===== src/rtl/fbf_pkg.sv =====
package fbf_pkg;

  localparam int FBF_WORD_W  = 32;
  localparam int FBF_CNT_LSB = 8;
  localparam int FBF_CNT_W   = 8;
  localparam int FBF_SPC_LSB = 16;
  localparam int FBF_SPC_W   = 16;

  typedef enum logic [1:0] {
    SEL_CTRL = 2'd0,
    SEL_ADDR = 2'd1,
    SEL_DATA = 2'd2
  } fbf_sel_e;

  // a burst length is legal when it is non-zero and fits the FIFO
  function automatic logic fbf_count_ok(input logic [FBF_CNT_W-1:0] cnt,
                                        input int depth);
    return (cnt != '0) && (int'(cnt) <= depth);
  endfunction

  function automatic logic [FBF_SPC_W-1:0] fbf_free_words(input int used,
                                                          input int depth);
    return FBF_SPC_W'(depth - used);
  endfunction

  function automatic logic [FBF_WORD_W-1:0] fbf_ctrl_word(
      input logic                 mode,
      input logic                 busy,
      input logic [FBF_CNT_W-1:0] cnt,
      input logic [FBF_SPC_W-1:0] space);
    return {space, cnt, 6'b0, busy, mode};
  endfunction

endpackage


===== src/rtl/fbf_fifo.sv =====
module fbf_fifo #(
  parameter int W     = 32,
  parameter int DEPTH = 16
) (
  input  logic                          clk,
  input  logic                          rst_n,
  input  logic                          flush,
  input  logic                          push,
  input  logic [W-1:0]                  wdata,
  input  logic                          pop,
  output logic [W-1:0]                  head,
  output logic                          empty,
  output logic                          full,
  output logic [$clog2(DEPTH+1)-1:0]    used
);
  localparam int AW = (DEPTH > 1) ? $clog2(DEPTH) : 1;
  localparam int UW = $clog2(DEPTH + 1);

  logic [W-1:0]  mem [DEPTH];
  logic [AW-1:0] wptr, rptr;
  logic [UW-1:0] used_q;
  logic          do_push, do_pop;

  function automatic logic [AW-1:0] ptr_next(input logic [AW-1:0] p);
    return (int'(p) == DEPTH - 1) ? '0 : p + 1'b1;
  endfunction

  assign empty   = (used_q == '0);
  assign full    = (int'(used_q) == DEPTH);
  assign used    = used_q;
  assign head    = mem[rptr];
  assign do_push = push && !full;
  assign do_pop  = pop && !empty;

  always_ff @(posedge clk) begin
    if (do_push && !flush) mem[wptr] <= wdata;
  end

  always_ff @(posedge clk) begin
    if (!rst_n || flush) begin
      wptr   <= '0;
      rptr   <= '0;
      used_q <= '0;
    end else begin
      if (do_push) wptr <= ptr_next(wptr);
      if (do_pop)  rptr <= ptr_next(rptr);
      case ({do_push, do_pop})
        2'b10:   used_q <= used_q + 1'b1;
        2'b01:   used_q <= used_q - 1'b1;
        default: used_q <= used_q;
      endcase
    end
  end

  // the engine must never push into a full FIFO
  a_r9_no_overflow: assert property (@(posedge clk) disable iff (!rst_n)
    push |-> !full);

  // popping an empty FIFO leaves it empty
  a_r6_empty_pop_hold: assert property (@(posedge clk) disable iff (!rst_n)
    (pop && empty && !push && !flush) |=> (used == '0));

endmodule


===== src/rtl/fbf_seq.sv =====
module fbf_seq
  import fbf_pkg::*;
#(
  parameter int FADDR_W = 24,
  parameter int DEPTH   = 16
) (
  input  logic                  clk,
  input  logic                  rst_n,
  input  logic                  start_req,
  input  logic                  stop_req,
  input  logic [FBF_CNT_W-1:0]  cnt_in,
  input  logic                  addr_wr,
  input  logic [FADDR_W-1:0]    addr_in,
  input  logic                  fifo_has_data,
  input  logic [FBF_WORD_W-1:0] fifo_head,
  output logic                  drain_pop,
  output logic                  fill_push,
  output logic [FBF_WORD_W-1:0] fill_data,
  output logic                  start_ok,
  output logic                  rd_mode,
  output logic                  busy,
  output logic [FBF_CNT_W-1:0]  cnt_latched,
  output logic [FADDR_W-1:0]    cur_addr,
  output logic                  flash_req,
  output logic                  flash_we,
  output logic [FADDR_W-1:0]    flash_addr,
  output logic [FBF_WORD_W-1:0] flash_wdata,
  input  logic [FBF_WORD_W-1:0] flash_rdata
);
  logic                 mode_q, busy_q, pend_q;
  logic [FBF_CNT_W-1:0] cnt_q, issued_q, recv_q;
  logic [FADDR_W-1:0]   addr_q;
  logic                 rd_issue, wr_issue, last_word;

  always_comb begin
    start_ok    = start_req && !busy_q && fbf_count_ok(cnt_in, DEPTH);
    rd_issue    = busy_q && !stop_req && (issued_q != cnt_q);
    wr_issue    = !mode_q && !start_req && !stop_req && fifo_has_data;
    fill_push   = pend_q && busy_q && !stop_req;
    last_word   = fill_push && ((recv_q + 1'b1) == cnt_q);
    fill_data   = flash_rdata;
    drain_pop   = wr_issue;
    flash_req   = rd_issue || wr_issue;
    flash_we    = wr_issue;
    flash_addr  = addr_q;
    flash_wdata = wr_issue ? fifo_head : '0;
    rd_mode     = mode_q;
    busy        = busy_q;
    cnt_latched = cnt_q;
    cur_addr    = addr_q;
  end

  always_ff @(posedge clk) begin
    if (!rst_n) begin
      mode_q   <= 1'b0;
      busy_q   <= 1'b0;
      pend_q   <= 1'b0;
      cnt_q    <= '0;
      issued_q <= '0;
      recv_q   <= '0;
      addr_q   <= '0;
    end else begin
      if (addr_wr)        addr_q <= addr_in;
      else if (flash_req) addr_q <= addr_q + 1'b1;

      if (stop_req) begin
        mode_q <= 1'b0;
        busy_q <= 1'b0;
        pend_q <= 1'b0;
      end else if (start_ok) begin
        mode_q   <= 1'b1;
        busy_q   <= 1'b1;
        cnt_q    <= cnt_in;
        issued_q <= '0;
        recv_q   <= '0;
        pend_q   <= 1'b0;
      end else begin
        pend_q <= rd_issue;
        if (rd_issue)  issued_q <= issued_q + 1'b1;
        if (fill_push) recv_q   <= recv_q + 1'b1;
        if (last_word) busy_q   <= 1'b0;
      end
    end
  end

  // fetched data enters the FIFO exactly one cycle after its request
  a_r12_fill_follows_req: assert property (@(posedge clk) disable iff (!rst_n)
    fill_push |-> $past(rd_issue));

  // busy only drops by itself right after the final word was stored
  a_r4_drop_after_last: assert property (@(posedge clk) disable iff (!rst_n)
    ($fell(busy_q) && !$past(stop_req)) |-> $past(fill_push));

  // an abort leaves the engine idle on the next cycle
  a_r8_stop_idles: assert property (@(posedge clk) disable iff (!rst_n)
    stop_req |=> (!busy_q && !mode_q));

  // no flash read is ever issued while not busy
  a_r7_no_read_idle: assert property (@(posedge clk) disable iff (!rst_n)
    !busy_q |-> !(flash_req && !flash_we));

  // back-to-back accesses walk consecutive word addresses
  a_r3_addr_step: assert property (@(posedge clk) disable iff (!rst_n)
    (flash_req && $past(flash_req) && !$past(addr_wr))
      |-> (flash_addr == $past(flash_addr) + 1'b1));

endmodule


===== src/rtl/fbf_engine.sv =====
module fbf_engine
  import fbf_pkg::*;
#(
  parameter int FADDR_W = 24,
  parameter int DEPTH   = 16
) (
  input  logic               clk,
  input  logic               rst_n,
  input  logic               host_wr,
  input  logic               host_rd,
  input  logic [1:0]         host_sel,
  input  logic [31:0]        host_wdata,
  output logic [31:0]        host_rdata,
  output logic               flash_req,
  output logic               flash_we,
  output logic [FADDR_W-1:0] flash_addr,
  output logic [31:0]        flash_wdata,
  input  logic [31:0]        flash_rdata
);
  localparam int UW = $clog2(DEPTH + 1);

  logic                 ctl_wr, start_req, stop_req, addr_wr;
  logic                 host_push, host_pop;
  logic                 fill_push, drain_pop, start_ok, flush;
  logic                 rd_mode, busy;
  logic [31:0]          fill_data, fifo_head, fifo_wdata;
  logic                 fifo_empty, fifo_full, fifo_push, fifo_pop;
  logic [UW-1:0]        fifo_used;
  logic [FBF_CNT_W-1:0] cnt_latched;
  logic [FADDR_W-1:0]   cur_addr;
  logic [FBF_SPC_W-1:0] free_words;

  // host side decode, brought out as named events
  assign ctl_wr     = host_wr && (host_sel == SEL_CTRL);
  assign start_req  = ctl_wr && host_wdata[0];
  assign stop_req   = ctl_wr && !host_wdata[0];
  assign addr_wr    = host_wr && (host_sel == SEL_ADDR);
  assign host_push  = host_wr && (host_sel == SEL_DATA) && !rd_mode && !fifo_full
                      && !stop_req;
  assign host_pop   = host_rd && (host_sel == SEL_DATA) && rd_mode && !fifo_empty;
  assign flush      = stop_req || start_ok;
  assign fifo_push  = fill_push || host_push;
  assign fifo_wdata = fill_push ? fill_data : host_wdata;
  assign fifo_pop   = drain_pop || host_pop;
  assign free_words = fbf_free_words(int'(fifo_used), DEPTH);

  fbf_fifo #(.W(32), .DEPTH(DEPTH)) u_fifo (
    .clk   (clk),
    .rst_n (rst_n),
    .flush (flush),
    .push  (fifo_push),
    .wdata (fifo_wdata),
    .pop   (fifo_pop),
    .head  (fifo_head),
    .empty (fifo_empty),
    .full  (fifo_full),
    .used  (fifo_used)
  );

  fbf_seq #(.FADDR_W(FADDR_W), .DEPTH(DEPTH)) u_seq (
    .clk           (clk),
    .rst_n         (rst_n),
    .start_req     (start_req),
    .stop_req      (stop_req),
    .cnt_in        (host_wdata[FBF_CNT_LSB +: FBF_CNT_W]),
    .addr_wr       (addr_wr),
    .addr_in       (host_wdata[FADDR_W-1:0]),
    .fifo_has_data (!fifo_empty),
    .fifo_head     (fifo_head),
    .drain_pop     (drain_pop),
    .fill_push     (fill_push),
    .fill_data     (fill_data),
    .start_ok      (start_ok),
    .rd_mode       (rd_mode),
    .busy          (busy),
    .cnt_latched   (cnt_latched),
    .cur_addr      (cur_addr),
    .flash_req     (flash_req),
    .flash_we      (flash_we),
    .flash_addr    (flash_addr),
    .flash_wdata   (flash_wdata),
    .flash_rdata   (flash_rdata)
  );

  always_ff @(posedge clk) begin
    if (!rst_n) begin
      host_rdata <= '0;
    end else if (host_rd) begin
      case (host_sel)
        SEL_CTRL: host_rdata <= fbf_ctrl_word(rd_mode, busy, cnt_latched, free_words);
        SEL_ADDR: host_rdata <= 32'(cur_addr);
        SEL_DATA: host_rdata <= (rd_mode && !fifo_empty) ? fifo_head : '0;
        default:  host_rdata <= '0;
      endcase
    end
  end

  // an empty pop returns zero on the next cycle
  a_r6_empty_pop_zero: assert property (@(posedge clk) disable iff (!rst_n)
    (host_rd && host_sel == SEL_DATA && fifo_empty) |=> (host_rdata == '0));

  // the FIFO never holds more than its depth
  a_r10_space_bound: assert property (@(posedge clk) disable iff (!rst_n)
    int'(fifo_used) <= DEPTH);

endmodule


===== config.mk =====
export PLATFORM = sky130hd
export DESIGN_NAME = fbf_engine
export DESIGN_NICKNAME = d
export VERILOG_FILES = /design/src/rtl/fbf_pkg.sv /design/src/rtl/fbf_fifo.sv /design/src/rtl/fbf_seq.sv /design/src/rtl/fbf_engine.sv
export SDC_FILE = /design/constraint.sdc
export NUM_CORES = 1
export LEC_CHECK = 0
export BUFFER_PORTS_ARGS = -buffer_cell sky130_fd_sc_hd__buf_2
export CAP_MARGIN = 20
export CORE_UTILIZATION = 45
export DETAILED_ROUTE_END_ITERATION = 12
export GPL_TIMING_DRIVEN = 0
export PLACE_DENSITY = 0.66
export SLEW_MARGIN = 0
export SYNTH_ARGS = -nofsm -noshare
export SYNTH_HDL_FRONTEND = slang
export SYNTH_SLANG_ARGS = --single-unit

===== constraint.sdc =====
create_clock -name clk -period 5.3 [get_ports clk]
set_clock_uncertainty 0.05 [all_clocks]
set_input_delay 1.06 -clock clk [delete_from_list [all_inputs] [get_ports clk]]
set_output_delay 1.06 -clock clk [all_outputs]
set_load 0.01 [all_outputs]

**After elaboration in Yosys (flattened, before gate mapping)**

Memories as Yosys holds them, arrays and structs flattened. A register that Yosys moved wholly into a read port is not among the register bits.
Index checks and enable logic that the tools add are counted.

- Add/subtract/negate cells: 8
- Equality and inequality tests: 9
- Bitwise logic cells: 2
- $lt $le $gt $ge: 1
- Reductions and logical operators: 53
- Multiplexer cells: 19

Operators with widths:

| operator | number |
|---|---|
| 2-to-1 mux 32 bit | 3 |
| one-hot mux 32 bit (3 select lines) | 1 |
| 2-to-1 mux 24 bit | 2 |
| 2-to-1 mux 8 bit | 4 |
| logical AND 1 bit | 26 |
| adder 24 x 1 -> 24 bit (second input constant) | 1 |
| adder 8 x 1 -> 8 bit (second input constant) | 2 |
| 2-to-1 mux 4 bit | 4 |
| one-hot mux 5 bit (2 select lines) | 1 |
| nonzero test 2 bit | 5 |
| logical NOT 1 bit | 9 |
| adder 4 x 1 -> 4 bit (second input constant) | 2 |
| == test 4 x 1 -> 1 bit (second input constant) | 2 |
| == test 8 bit | 1 |
| less-or-equal comparator 8 x 5 -> 1 bit (second input constant) | 1 |
| inequality test 8 bit | 1 |
| nonzero test 8 bit | 1 |
| AND reduction 2 bit | 3 |
| subtractor 5 x 5 -> 6 bit (first input constant) | 1 |
| adder 5 x 1 -> 5 bit (second input constant) | 1 |
| == test 5 bit (second input constant) | 1 |
| logical NOT 5 bit | 1 |
| logical OR 1 bit | 5 |
| subtractor 5 x 1 -> 5 bit (second input constant) | 1 |
| 7 further kinds | 13 |

- Register bits: 96
- RAM bits: 512
- Logic and storage cells: 104
- Output and inout port bits: 90
- Memories: 1

Memories:

| memory | depth | width | rd ports | clocked after Yosys merged registers in | wr ports | line | source |
|---|---|---|---|---|---|---|---|
| u_fifo.mem | 16 | 32 | 1 | 1 | 1 | fbf_fifo.sv:19 | `logic [W-1:0] mem [DEPTH];` |

**Longest topological paths before layout**

- Depth in word-level cells: 11
- Mapped depth: 13
- Mapped depth without buffers: 13

**Cells and area by module**

A second synthesis with hierarchy kept.

- Cell total of the unflattened synthesis: 1650
- Area total of the unflattened synthesis: 26125.1 µm²

Modules (own cells, without submodules):

| module | seq. area each (µm²) | area each (µm²) | cells each | instances |
|---|---|---|---|---|
| fbf_fifo | 15715.1 | 20095.5 | 901 | 1 |
| fbf_seq | 1021.0 | 4021.4 | 518 | 1 |
| fbf_engine | 640.6 | 2008.2 | 231 | 1 |

**Worst setup path before layout**

No wires, ideal clock.

- Path type: input -> register
- Start: in host_sel[0]
- End: mem u_fifo.mem[3][0], enable pin
- Setup time: 0.461 ns
- Arrival: 4.400 ns
- Setup slack: 0.389 ns
- Stages on the path: 6
- Path through: clkbuf_1 > nor4bb_1 > a31oi_1 > or3b_2 > clkbuf_1 > nor3_1

- Longest elaborated chain between the ends: 10

RTL lines:

| item | line | source |
|---|---|---|
| start: declaration | fbf_engine.sv:11 | `input logic [1:0] host_sel,` |
| == test 2 bit or logical NOT 2 bit (tied branches) | fbf_engine.sv:38, fbf_engine.sv:34 |  |
| logical AND 1 bit (on tied branches) | fbf_engine.sv:38, fbf_engine.sv:34 |  |
| logical AND 1 bit (on tied branches) | fbf_engine.sv:38, fbf_engine.sv:35, fbf_engine.sv:36 |  |
| logical AND 1 bit, or another cell as far along | fbf_engine.sv:38 | `assign host_push = host_wr && (host_sel == SEL_DATA) && !rd_mode && !fifo_full` |
| logical AND 1 bit (on tied branches) | fbf_engine.sv:39, fbf_seq.sv:36, fbf_seq.sv:39 |  |
| logical OR 1 bit (on tied branches) | fbf_engine.sv:42, fbf_engine.sv:41 |  |
| logical AND 1 bit or logical NOT 1 bit (tied branches) | fbf_fifo.sv:32, fbf_fifo.sv:36 |  |
| logical AND 1 bit (*) | fbf_fifo.sv:36 | `if (do_push && !flush) mem[wptr] <= wdata;` |
| 2-to-1 mux 1 bit (*) | fbf_fifo.sv:36 |  |
| 2-to-1 mux 1 bit (implied by the code) (*) | fbf_fifo.sv:36 |  |
| end: declaration | fbf_fifo.sv:19 |  |

Every way passes the cells marked *; elsewhere a longest branch is shown, timed or not.

**Final worst setup path**

- Start: reg u_fifo.used_q[0], in the netlist u_fifo.used[0]
- End: out flash_wdata[2]

- Longest elaborated chain between the ends: 4

RTL lines:

| item | line | source |
|---|---|---|
| start: declaration | fbf_fifo.sv:21 | `logic [UW-1:0] used_q;` |
| start signal: assignment | fbf_fifo.sv:48 | `2'b10: used_q <= used_q + 1'b1;` |
| start signal: assignment | fbf_fifo.sv:49 | `2'b01: used_q <= used_q - 1'b1;` |
| start signal: assignment | fbf_fifo.sv:50 | `default: used_q <= used_q;` |
| logical NOT 5 bit | fbf_fifo.sv:28 | `assign empty = (used_q == '0);` |
| logical NOT 1 bit | fbf_engine.sv:68 | `.fifo_has_data (!fifo_empty),` |
| logical AND 1 bit | fbf_seq.sv:38 | `wr_issue = !mode_q && !start_req && !stop_req && fifo_has_data;` |
| 2-to-1 mux 32 bit | fbf_seq.sv:46 | `flash_wdata = wr_issue ? fifo_head : '0;` |
| end: declaration | fbf_engine.sv:17 | `output logic [31:0] flash_wdata,` |

Every way passes these cells.

==> summary.txt <==
Logic synthesis
  • Synth top area share: 0.6029
  • Seq/Total Area, Yosys: 0.6814
  • Asr flop ratio synth: 0
  • Synthesized flop and latch total: 612
  • EDFF count, synth: 512
  • Most area-hungry cell type in the Yosys netlist: edfxtp_1
  • Post-Syn Area: 25500 sq um
  • Yosys warns: 0
  • Synth Instances: 1547
  • Syn_area_per_cell: 16.49 sq um
  • Unique masters post-synth: 64
  • Synth cell count leaders: edfxtp_1, mux4_2, nand2_1
  • Main synth FF type: edfxtp_1
  • Syn nets: 1633
  • Largest cells by area after synthesis: edfxtp_1, mux4_2, dfxtp_1, nand2_1, mux2i_1
  • Most common cell in the netlist: edfxtp_1

Placement
  • PortBufs: 158
  • Area post-placement: 27770 sq um
  • Setup WS pre-CTS: 0.4723 ns
  • Gpl congestion: 0.9534
  • Hpwl dp: 50460 um

Routing
  • Vias: 15900
  • Post-route antenna net violation count: 0
  • 1st-iter DRT viols: 1897
  • DRC Markers: 0
  • WL/cell: 28.18 um
  • WL final: 73210 um
  • Via-to-Cell Ratio: 6.118
  • Drt pass-1 iters: 6

Setup path
  • Critical path fanouts, max: 10
  • Worst endpoint required time: 4.19 ns
  • Crit. End Element: output port
  • Cells on worst reg2reg path: 13
  • WS Path Type: reg -> out
  • CP arrival: 3.96 ns
  • Startpoint Class: register

Timing
  • Final TNS setup: 0 ns
  • Slew margin rel.: 0.2529
  • Least-Margin Pin Slew: 1.121 ns
  • Part of the cycle the worst path needs: 0.9560
  • Fmax: 197.4 MHz
  • Hold Fails Final Rpt: 0
  • RSZ-0062 raised after global routing: false
  • Period minus WS final: 5.067 ns
  • Final Max Slew Viols: 0
  • Final setup viols: 0
  • Final worst setup slack: 0.2331 ns

Power
  • Maximum VDD drop: 0.3082 mV
  • Clock share of power: 0.344
  • Sequential share of power: 0.414
  • Sw Pwr: 3.725 mW
  • Internal power: 9.286 mW
  • Sw frac: 0.2863
  • Comb power frac: 0.242
  • PD cells: 435.8 nW/um^2
  • Leakage power: 9.999 nW

Global route
  • Gr ovfl total: 0
  • Largest net degree at the start of global routing: 22
  • First-pass GRT wire length: 104800 um
  • Antenna violations before repair: 1
  • Tot GR Track Use: 0.2564
  • Vias in the first global route: 15340

Clock tree
  • Root Buffer Master: clkbuf_16
  • Number of buffers created by CTS: 61
  • CTS tree: yes
  • Post_cts resized: 1
  • Setup bufs post-CTS: 0
  • Clk pin slew, worst setup/hold paths: 0.06 ns
  • Hold bufs inserted after CTS: 0
  • Clock Tree Buf Depth: 3
  • H-tree levels: 2
  • Sink Count: 612
  • Clk Latency, worst-skew pair: 0.64 ns

Final layout
  • Seq. cell area: 17380 sq um
  • # nets final: 1883
  • Footprint of the multi-input gates: 7715 sq um
  • Filler Cells Inserted: 4440
  • Post-route cell area: 29860 sq um
  • Area growth from synthesis to layout: 17.08%
  • Share of cells above drive strength 1: 0.2639

Worst hold path
  • Type of the worst min-delay path: reg -> reg
  • Worst Hold Depth: 1

Floorplanning
  • Initial Util: 0.4593
  • Total I/O pin count: 160
  • DIE WIDTH: 240.1 um
  • Site row count: 86
  • Die area: 57630 sq um
  • Core area: 55520 sq um
  • Die Y: 240.1 um

Job
  • Max-cap violations: 0

Status
  • Status: completed
## per-layer routing
metal / GRT usage / up-vias / part of all wire
li1: - / 6669 / -
met1: 0.3551 / 8235 / 0.40
met2: 0.4095 / 845 / 0.48
met3: 0.04971 / 146 / 0.091
met4: 0.08203 / 0 / 0.030
met5: 0 / - / 0
## per-stage QoR
step / hold WS, ns / utilization / total power, mW / instances
6_report: 0.4427 / 0.5378 / 13.01 / 2598
5_1_grt: 0.4600 / 0.5377 / 13.43 / 2597
4_1_cts: 0.4392 / 0.5377 / 13.07 / 2597
3_5_place_dp: 0.4144 / 0.5002 / 8.646 / 2482
3_3_place_gp: 0.4156 / 0.4904 / 8.592 / 2453
2_1_floorplan: 0.3849 / - / 7.535 / 1547
## layout by cell type (no fill, tap or decap), types with 27 or more instances in the layout
cell type,Yosys,layout
edfxtp_1,512,512
and2_1,35,35
xnor2_1,27,27
o21ai_0,33,33
mux2i_1,29,29
buf_2,15,173
nand2_1,150,150
mux4_2,156,156
clkbuf_16,0,61
nor2_1,77,65
dfxtp_1,100,100
clkbuf_1,54,62
## power by group through the flow
stage	combinational, mW	sequential, mW	clock (mW)
2_1_floorplan	2.07	5.46	0
3_3_place_gp	3.11	5.48	0
3_5_place_dp	3.16	5.48	0
4_1_cts	3.17	5.38	4.52
5_1_grt	3.35	5.39	4.69
6_report	3.15	5.38	4.48
## cell type report
cell class / instances / area share
sequential: 612 / 0.5820
multi-input combinational: 814 / 0.2584
clock inverter: 42 / 0.01643
buffer: 98 / 0.01467
tap: 748 / 0.03134
antenna: 1 / 0.00008381
clock buffer: 73 / 0.05330
timing repair buffer: 187 / 0.04094
inverter: 23 / 0.002891
## worst paths after layout
| kind | start | endpoint | slack [ns] |
|---|---|---|---|
| min | u_seq.recv_q[4] | u_seq.recv_q[4] | 0.44 |
| min reg2reg | u_seq.recv_q[4] | u_seq.recv_q[4] | 0.44 |
| max | u_fifo.used[0] | flash_wdata[2] | 0.23 |
| max reg2reg | u_fifo.used[0] | u_fifo.used[4] | 1.36 |
## state kept, by name (all words and copies together), names as in the netlist, named ones only
register and cells:
u_seq.cur_addr 24, u_seq.cnt_latched 8, u_fifo.used 5, u_seq.issued_q 8, u_seq.rd_mode 1, u_fifo.mem 512
u_fifo.wptr 4, host_rdata 32, u_seq.pend_q 1, u_seq.recv_q 8, u_fifo.rptr 4, u_seq.busy 1
## kinds of logic after synthesis
group	count (synthesis)	share of synthesized area
AOI/OAI and AO/OA	197	0.05716
buffers and inverters	121	0.02046
adders and majority gates	16	0.008144
and+or+nand+nor	381	0.07173
muxes	185	0.1491
xor gates and xnor gates	35	0.01202
DFF	612	0.6814
## critical path: stages, from the launching register on
cell	delay, ns
dfxtp_1	0.48
inv_1	0.08
ha_1	0.23
nor3b_1	0.17
ha_1	0.23
or3_1	0.41
buf_2	0.21
inv_1	0.18
clkbuf_1	0.40
clkbuf_2	0.47
and2_1	0.30
buf_2	0.17
Power figures use the tool's default switching activity.
